[src/rtl/hirq_pkg.sv]
// Package: shared constants for the host interrupt aggregator.
// Assumes: status word layout and enable indices are fixed; consumers
// use these names rather than literal bit numbers.
package hirq_pkg;
    // Status word bit positions (host decodes these)
    localparam int ST_IN_SVC   = 0;
    localparam int ST_OUT_SVC  = 1;
    localparam int ST_OVR      = 2;
    localparam int ST_UDR      = 3;
    localparam int ST_CMD      = 4;
    localparam int ST_MB_OUT   = 5;
    localparam int ST_MB_IN    = 6;
    localparam int ST_FRZ_LVL  = 7;
    localparam int ST_FRZ_EVT  = 8;
    localparam int ST_W        = 9;

    // Enable vector positions
    localparam int EN_OVR      = 0;
    localparam int EN_UDR      = 1;
    localparam int EN_CMD      = 2;
    localparam int EN_MB_OUT   = 3;
    localparam int EN_MB_IN    = 4;
    localparam int EN_IN_SVC   = 5;
    localparam int EN_OUT_SVC  = 6;
    localparam int EN_W        = 7;

    // Sticky bank slot order
    localparam int SK_OVR      = 0;
    localparam int SK_UDR      = 1;
    localparam int SK_MB_OUT   = 2;
    localparam int SK_MB_IN    = 3;
    localparam int SK_FRZ_EVT  = 4;
    localparam int SK_N        = 5;
endpackage

[src/rtl/hirq_thresh_cmp.sv]
// Module: registered threshold comparator.
// Does: flags a FIFO level at or above its programmed threshold.
// Assumes: level and threshold share one unsigned width.
module hirq_thresh_cmp #(
    parameter int CW = 8
) (
    input  logic          clk,
    input  logic          rst_n,
    input  logic [CW-1:0] level,
    input  logic [CW-1:0] thresh,
    output logic          hit_q
);
    // Register the comparison result
    always_ff @(posedge clk) begin
        if (!rst_n) hit_q <= 1'b0;
        else        hit_q <= (level >= thresh);
    end
endmodule

[src/rtl/hirq_sticky_bank.sv]
// Module: bank of sticky event flags.
// Does: each flag is set by its pulse and cleared by a shared clear strobe;
//       a set in the clear cycle wins.
// Assumes: clear is a single-cycle strobe from the host status read.
module hirq_sticky_bank #(
    parameter int N = 4
) (
    input  logic         clk,
    input  logic         rst_n,
    input  logic [N-1:0] set,
    input  logic         clr,
    output logic [N-1:0] flag_q
);
    for (genvar i = 0; i < N; i++) begin : g_flag
        // Hold, set or clear one flag
        always_ff @(posedge clk) begin
            if (!rst_n)      flag_q[i] <= 1'b0;
            else if (set[i]) flag_q[i] <= 1'b1;
            else if (clr)    flag_q[i] <= 1'b0;
        end
    end
endmodule

[src/rtl/hirq_route.sv]
// Module: interrupt combiner and FIFO request router.
// Does: gates each status condition with its enable, ORs them into the main
//       interrupt, and steers FIFO service requests to the main line or pins.
// Assumes: all inputs come straight from registers (outputs are glitch-safe
//          only in that sense); freeze event is not maskable.
module hirq_route
    import hirq_pkg::*;
(
    input  logic [ST_W-1:0] st,
    input  logic [EN_W-1:0] en,
    input  logic            merge,
    output logic            host_irq,
    output logic            in_req,
    output logic            out_req
);
    logic err_src, msg_src, svc_src;

    // Combine enabled sources into the main interrupt
    always_comb begin
        err_src  = (st[ST_OVR] & en[EN_OVR]) | (st[ST_UDR] & en[EN_UDR]);
        msg_src  = (st[ST_CMD] & en[EN_CMD])
                 | (st[ST_MB_OUT] & en[EN_MB_OUT])
                 | (st[ST_MB_IN] & en[EN_MB_IN]);
        svc_src  = merge & ((st[ST_IN_SVC] & en[EN_IN_SVC])
                          | (st[ST_OUT_SVC] & en[EN_OUT_SVC]));
        host_irq = err_src | msg_src | svc_src | st[ST_FRZ_EVT];
    end

    // Drive dedicated pins when not merged
    always_comb begin
        in_req  = st[ST_IN_SVC]  & ~merge;
        out_req = st[ST_OUT_SVC] & ~merge;
    end
endmodule

[src/rtl/hirq_aggregator.sv]
// Module: host interrupt request aggregator (top).
// Does: samples FIFO levels, error pulses, command/mailbox events and the
//       freeze level; keeps a status word and drives the host interrupt and
//       per-FIFO request lines one cycle after the inputs are sampled.
// Assumes: pulses are single-cycle, stat_rd is one cycle per host read.
module hirq_aggregator
    import hirq_pkg::*;
#(
    parameter int DEPTH = 128,
    parameter int CW    = $clog2(DEPTH + 1)
) (
    input  logic            clk,
    input  logic            rst_n,
    input  logic [CW-1:0]   in_free,
    input  logic [CW-1:0]   in_thresh,
    input  logic [CW-1:0]   out_fill,
    input  logic [CW-1:0]   out_thresh,
    input  logic            in_ovr,
    input  logic            out_udr,
    input  logic            cmd_pending,
    input  logic            mbox_out,
    input  logic            mbox_in,
    input  logic            freeze,
    input  logic            dma_en,
    input  logic            route_merge,
    input  logic [EN_W-1:0] irq_en,
    input  logic            stat_rd,
    output logic            host_irq,
    output logic            in_req,
    output logic            out_req,
    output logic [ST_W-1:0] status
);
    localparam int NCMP = 2;

    logic [NCMP-1:0]   cmp_hit;
    logic [CW-1:0]     cmp_lvl [NCMP];
    logic [CW-1:0]     cmp_thr [NCMP];
    logic [SK_N-1:0]   sk_set;
    logic [SK_N-1:0]   sk_flag;
    logic              cmd_q, frz_q, merge_q;
    logic [EN_W-1:0]   en_q;

    // Map FIFO levels to comparator slots (0 = input, 1 = output)
    always_comb begin
        cmp_lvl[0] = in_free;
        cmp_thr[0] = in_thresh;
        cmp_lvl[1] = out_fill;
        cmp_thr[1] = out_thresh;
    end

    for (genvar c = 0; c < NCMP; c++) begin : g_cmp
        hirq_thresh_cmp #(.CW(CW)) u_cmp (
            .clk    (clk),
            .rst_n  (rst_n),
            .level  (cmp_lvl[c]),
            .thresh (cmp_thr[c]),
            .hit_q  (cmp_hit[c])
        );
    end

    // Build sticky set vector; freeze event is its rising edge
    always_comb begin
        sk_set             = '0;
        sk_set[SK_OVR]     = in_ovr;
        sk_set[SK_UDR]     = out_udr;
        sk_set[SK_MB_OUT]  = mbox_out;
        sk_set[SK_MB_IN]   = mbox_in;
        sk_set[SK_FRZ_EVT] = freeze & ~frz_q;
    end

    hirq_sticky_bank #(.N(SK_N)) u_sticky (
        .clk    (clk),
        .rst_n  (rst_n),
        .set    (sk_set),
        .clr    (stat_rd),
        .flag_q (sk_flag)
    );

    // Register level conditions and control bits
    always_ff @(posedge clk) begin
        if (!rst_n) begin
            cmd_q   <= 1'b0;
            frz_q   <= 1'b0;
            merge_q <= 1'b0;
            en_q    <= '0;
        end else begin
            cmd_q   <= cmd_pending;
            frz_q   <= freeze;
            merge_q <= ~dma_en & route_merge;
            en_q    <= irq_en;
        end
    end

    // Assemble the status word
    always_comb begin
        status              = '0;
        status[ST_IN_SVC]   = cmp_hit[0];
        status[ST_OUT_SVC]  = cmp_hit[1];
        status[ST_OVR]      = sk_flag[SK_OVR];
        status[ST_UDR]      = sk_flag[SK_UDR];
        status[ST_CMD]      = cmd_q;
        status[ST_MB_OUT]   = sk_flag[SK_MB_OUT];
        status[ST_MB_IN]    = sk_flag[SK_MB_IN];
        status[ST_FRZ_LVL]  = frz_q;
        status[ST_FRZ_EVT]  = sk_flag[SK_FRZ_EVT];
    end

    hirq_route u_route (
        .st       (status),
        .en       (en_q),
        .merge    (merge_q),
        .host_irq (host_irq),
        .in_req   (in_req),
        .out_req  (out_req)
    );
endmodule

[config.mk]
export PLATFORM = sky130hd
export DESIGN_NAME = hirq_aggregator
export DESIGN_NICKNAME = d
export VERILOG_FILES = /design/src/rtl/hirq_pkg.sv /design/src/rtl/hirq_thresh_cmp.sv /design/src/rtl/hirq_sticky_bank.sv /design/src/rtl/hirq_route.sv /design/src/rtl/hirq_aggregator.sv
export SDC_FILE = /design/constraint.sdc
export NUM_CORES = 1
export LEC_CHECK = 0
export ABC_AREA = 1
export BUFFER_PORTS_ARGS = -buffer_cell sky130_fd_sc_hd__buf_2
export CAP_MARGIN = 20
export CORE_MARGIN = 3
export CORE_UTILIZATION = 45
export CTS_BUF_LIST = sky130_fd_sc_hd__clkbuf_8 sky130_fd_sc_hd__clkbuf_16
export CTS_CLUSTER_SIZE = 16
export DETAILED_ROUTE_END_ITERATION = 12
export PLACE_DENSITY = 0.86
export SLEW_MARGIN = 20
export SYNTH_ARGS = -nofsm -noshare
export SYNTH_HDL_FRONTEND = slang
export SYNTH_SLANG_ARGS = --single-unit
[constraint.sdc]
create_clock -name clk -period 1.3 [get_ports clk]
set_input_delay 0.13 -clock clk [delete_from_list [all_inputs] [get_ports clk]]
set_output_delay 0.13 -clock clk [all_outputs]
set_load 0.02 [all_outputs]
# Word level (Yosys, flattened, before mapping)
# Index checks and enable logic that the tools add are counted.
[classes]
magnitude_cmp = 2
mux = 6
bitwise = 22
n_reduce_logical = 5
[op_table]
columns = ["cell", "count"]
rows = [
  [">= comparator 8 bit", 2],
  ["bitwise AND 1 bit", 12],
  ["nonzero test 2 bit", 5],
  ["OR 1 bit", 7],
  ["2-to-1 mux 1 bit", 6],
  ["inverter 1 bit", 3],
]
[word_totals]
register_bits = 17
output_inout_bits = 12

# Depth between registers and ports, before layout
[depth]
ltp_word = 6
ltp_mapped = 9
mapped_depth_nobuf = 9

# Hierarchy
# Synthesis repeated with hierarchy kept, for this count alone.
[unflattened]
cells_unflattened = 153
area_unflattened_um2 = 1046.0
[by_module_without_submodules]
columns = ["module", "n_inst", "cells_per_inst", "area_each_um2", "seq_area_each_um2"]
rows = [
  ["hirq_thresh_cmp", 2, 38, 242.7, 20.0],
  ["hirq_aggregator", 1, 35, 314.1, 200.2],
  ["hirq_sticky_bank", 1, 22, 170.2, 100.1],
  ["hirq_route", 1, 20, 76.3, 0.0],
]

# Worst setup path after synthesis
# OpenSTA, ideal clock, no wires.
[synth_path]
kind = "reg-to-output"
from = "reg u_sticky.flag_q[3]"
to = "out host_irq"
t_arrival_ns = 0.798
required_ns = 1.170
slack_ns = 0.372
path_stages_with_launch = 5
n_path_buf = 0
path_cell_list = "dfxtp_1 > nand2_1 > nand2_1 > a21oi_1 > nand3_1"
[synth_between]
elab_chain_cells = 5
[synth_rtl]
columns = ["item", "line", "source"]
rows = [
  ["start: declaration", "hirq_sticky_bank.sv:12", "output logic [N-1:0] flag_q"],
  ["start signal: indexed assignment", "hirq_sticky_bank.sv:17", "if (!rst_n) flag_q[i] <= 1'b0;"],
  ["start signal: indexed assignment", "hirq_sticky_bank.sv:18", "else if (set[i]) flag_q[i] <= 1'b1;"],
  ["start signal: indexed assignment", "hirq_sticky_bank.sv:19", "else if (clr) flag_q[i] <= 1'b0;"],
  ["bitwise AND 1 bit", "hirq_route.sv:23", "| (st[ST_MB_IN] & en[EN_MB_IN]);"],
  ["OR 1 bit", "hirq_route.sv:23", ""],
  ["OR 1 bit (3 in a row)", "hirq_route.sv:26", "host_irq = err_src | msg_src | svc_src | st[ST_FRZ_EVT];"],
  ["end: declaration", "hirq_aggregator.sv:28", "output logic host_irq,"],
]
# No other way between the ends.

# Worst setup path in the final report
[layout_path]
from = "reg g_cmp[0].u_cmp.hit_q"
to = "out host_irq"
[layout_between]
elab_chain_cells = 5
[layout_rtl]
columns = ["item", "line", "source"]
rows = [
  ["start: declaration", "hirq_thresh_cmp.sv:11", "output logic hit_q"],
  ["start signal: assignment", "hirq_thresh_cmp.sv:16", "else hit_q <= (level >= thresh);"],
  ["bitwise AND 1 bit", "hirq_route.sv:24", "svc_src = merge & ((st[ST_IN_SVC] & en[EN_IN_SVC])"],
  ["OR 1 bit", "hirq_route.sv:25", "| (st[ST_OUT_SVC] & en[EN_OUT_SVC]));"],
  ["bitwise AND 1 bit", "hirq_route.sv:24", ""],
  ["OR 1 bit (2 in a row)", "hirq_route.sv:26", ""],
]
# No other way between the ends.

==> results.md <==
Clock network:
- CTS built an H-tree with a depth of 1.
- The post-cts gate resize count is 0.
- The number of post-CTS setup repair buffers is 0.
- Buffers inserted during clock tree synthesis total 3.
- The number of buffers between clock root and the deepest sink is 2.
- The clock tree from TritonCTS is yes.
- The later pin in the worst-skew pair is clocked with a latency of between 200 and 250 ps.
- The root buffer selected by CTS is sky130_fd_sc_hd__clkbuf_8.
- The number of sinks driven by the clock tree is 17.
- Clock-pin slew was measured on the worst setup and hold paths at around 60 ps.
- The quantity of hold-fixing buffers added after cts is 0.

Yosys:
- The total nets after synthesis is approximately 210.
- The number of distinct library cells after synthesis is 12.
- For this run, the register share of the synthesized area comes to 33.62%.
- After synthesis the cells add up to roughly 1000 µm².
- The number of storage elements in the synthesis netlist is 17.
- The count of synthesis-stage warnings from yosys is 0.
- The post-synthesis area per instance is slightly below 7 µm².
- In the synthesized netlist, the number of instances is between 100 and 150.

Route:
- For this run, the detailed router's first-pass iteration total came to 5.
- The count of nets left with antenna violations after detail routing is 0.
- After detailed routing, the number of remaining DRC violations is 0.
- The overall via count from detail_route is just under 1000.
- The total wire length after detailed routing is around 2.0 mm.
- After detailed routing, the average wire length per cell comes to about 8.4 µm.
- In the routed layout, each cell is associated on average with a via count of between 4 and 5.
- The detailed router's first-iteration violation count is 3.

Finish:
- The layout overhead on the synthesized area is 34.49%.
- In the layout the commonest cells are sky130_fd_sc_hd__buf_2, sky130_fd_sc_hd__inv_1, sky130_fd_sc_hd__nand2_1.
- After routing the design area is between 1000 and 1500 µm².
- The most common library cell in the layout ignoring fill and taps is sky130_fd_sc_hd__buf_2.
- The net count of the finished layout is 273.
- The number of antenna diodes in the final layout is 0.
- Cells with a size suffix above 1 make up 31.07% of the layout.

Global routing:
- Global routing used 4.225% of the available met3 tracks.
- In the global route stage, met1 resource usage came out at between 10% and 20%.
- The largest net degree at the start of global routing is 12.
- After global routing the overflow that remains totals 0.
- The initial antenna violation count was 0.
- Global routing consumed, over all layers together, between 10% and 20% of the routing resources.
- In this run the most used layer during global routing was met2.
- The first global-routing pass estimated approximately 3.1 mm of wire.
- The number of global-route vias before repair came to around 840.
- Global routing consumed, on the met2 layer, 27.76% of the routing resources.

Timing:
- Adding up every negative setup slack in the final design gives 0 ps.
- Setup repair after global routing left no endpoint under its margin.
- The number of pins exceeding their max-slew limit in the final report is 0.
- The setup slack after layout is around 110 ps.
- The number of endpoints failing setup at the final stage is 0.
- The number of failing hold endpoints at the final stage is 0.
- The final critical delay including setup and external delays is 1190 ps.
- Timing would allow up to between 800 and 900 MHz.
- The worst hold margin is about 40 ps.
- The worst pin sits at a relative slew slack of between 80% and 90%.
- After layout, the worst path uses approximately nine tenths of the clock period.
- Across the routed clock network, the largest skew measured is between 0.15 and 0.2 ps.
- For the pin with the worst max-slew slack, the measured transition is between 200 and 250 ps.

Floorplan:
- Once the floorplan was initialized, standard cells occupied between 40% and 50% of the core.
- The core region is about 2000 µm².
- The top-level I/O count is slightly above 60.
- The area of the die is between 2000 and 3000 µm².
- The die span in x is approximately 53 µm.
- The row count is 16.
- The die is between 50 and 60 µm tall.

Worst setup path:
- The cell family contributing the most delay on the critical path is flip-flops.
- For this design, the slowest cell found on the critical path is sky130_fd_sc_hd__dfxtp_1.
- Along the worst path, the maximum fanout reaches 3.
- Counting both buffers and inverters, the worst setup path holds a total of 1.
- For the worst flop-to-flop path, the logic depth is 2.
- Data on the critical path is required at its endpoint by roughly 1200 ps.
- For this run, the slowest stage of the critical path takes between 300 and 400 ps.
- The type of origin of the critical path is a flip-flop.
- The setup slack of the most critical reg-to-reg path is ~590 ps.
- The type of the worst setup path is reg -> out.
- The critical path goes through a22o_1, nand2_1, nand3_1, buf_2.
- At the worst endpoint, the arrival time is 1060 ps.
- In this run the critical register-to-register path is captured at u_sticky.flag_q[4]$_SDFFE_PN0P_.
- The worst setup path is captured at an output pin.
- The worst reg2reg path startpoint is u_sticky.flag_q[4]$_SDFFE_PN0P_.

Power and ir drop:
- In this run the power density over the cells is between 900 and 1000 nW/µm².
- Across the VDD grid, the largest voltage drop is ~730 µV.
- The leakage dissipation is slightly above 0.9 nW.

Run status:
- The flow ran to the end, and the final reports show no timing, DRC or antenna violations.

Worst hold path:
- In this run the most critical hold path is launched from dma_en.
- The tightest min-delay check is of the in -> reg type.
- The sink of the worst hold path is merge_q$_SDFF_PN0_.
- The number of stages on the worst hold path is 2.

Placed design:
- The total cell area at the placement stage is ~1300 µm².
- The number of port buffers is 61.
- The routability congestion estimate from global placement is about 0.7.
- At the placement stage, the worst setup path has a slack of ~280 ps.
- The HPWL after detailed placement is roughly 1.8 mm.

Flow run:
- The number of max-capacitance violations reported is 0.
[synthesized netlist by cell type]
cell type                 count  area share, %
sky130_fd_sc_hd__a21oi_1     10            4.9
sky130_fd_sc_hd__buf_2        1           0.49
sky130_fd_sc_hd__buf_4        4            3.0
sky130_fd_sc_hd__dfxtp_1     17             34
sky130_fd_sc_hd__ha_1        16             20
sky130_fd_sc_hd__nand2_1     38             14
sky130_fd_sc_hd__nand3_1      1           0.49
sky130_fd_sc_hd__inv_1       38             14
sky130_fd_sc_hd__a21o_1       2            1.5
sky130_fd_sc_hd__o32ai_1      1           0.87
sky130_fd_sc_hd__nor2_1      17            6.3
sky130_fd_sc_hd__a22o_1       1           0.87
[report_power, final]
group          leakage [nW]  internal [W]  switching [W]
Sequential            0.142      0.000554      0.0000161
Combinational         0.743      0.000141       0.000157
Clock                0.0269      0.000209       0.000155
[worst max path at each step]
stage	from	to	cells after the start
2_1_floorplan	u_sticky.flag_q[3]$_SDFFE_PN0P_	host_irq	4
3_3_place_gp	out_fill[3]	g_cmp[1].u_cmp.hit_q$_SDFF_PN0_	8
3_5_place_dp	out_fill[3]	g_cmp[1].u_cmp.hit_q$_SDFF_PN0_	8
4_1_cts	g_cmp[0].u_cmp.hit_q$_SDFF_PN0_	host_irq	4
5_1_grt	g_cmp[0].u_cmp.hit_q$_SDFF_PN0_	host_irq	4
6_report	g_cmp[0].u_cmp.hit_q$_SDFF_PN0_	host_irq	4
[per-layer routing]
metal  wire (µm)  share of wire (%)
met5           0                  0
met4          25                1.3
met3         148                7.5
met2        1035                 53
met1         752                 38
[final cells by class]
type                       instances  area [µm²]
fill                             209       680.7
inverter                          38       142.6
timing repair buffer              61       305.3
tap                               27       33.78
clock inverter                     1       3.754
multi-input combinational         86       494.2
clock buffer                       3       41.29
sequential                        17       340.3
[kinds of logic after synthesis]
group / share of synthesized area, %
buffers and inverters: 17.55
flip-flops: 33.62
AO/OA/AOI/OAI: 8.158
AND/OR/NAND/NOR: 20.89
adder cells (fa/ha/maj): 19.78
[worst reg2reg max path, delay by kind of cell, from the launching register on]
family,cells,cell delay (ps)
buffers and inverters,1,60
DFF,1,320
AOI/OAI and AO/OA,1,240
[state kept, by name, summed over array words and instances (netlist names)]
name,count
u_sticky.flag_q,5
frz_q,1
en_q,7
g_cmp.u_cmp.hit_q,2
merge_q,1
cmd_q,1
[through the flow]
stage / instances / power [W] / utilization (%)
3_3_place_gp: 229 / 0.0008789 / 64.46
2_1_floorplan: 146 / 0.0007697 / -
6_report: 233 / 0.001231 / 66.67
3_5_place_dp: 229 / 0.0008862 / 64.46
5_1_grt: 233 / 0.001333 / 66.67
4_1_cts: 233 / 0.001253 / 66.67
No activity file was read; power rests on OpenSTA's default activity.
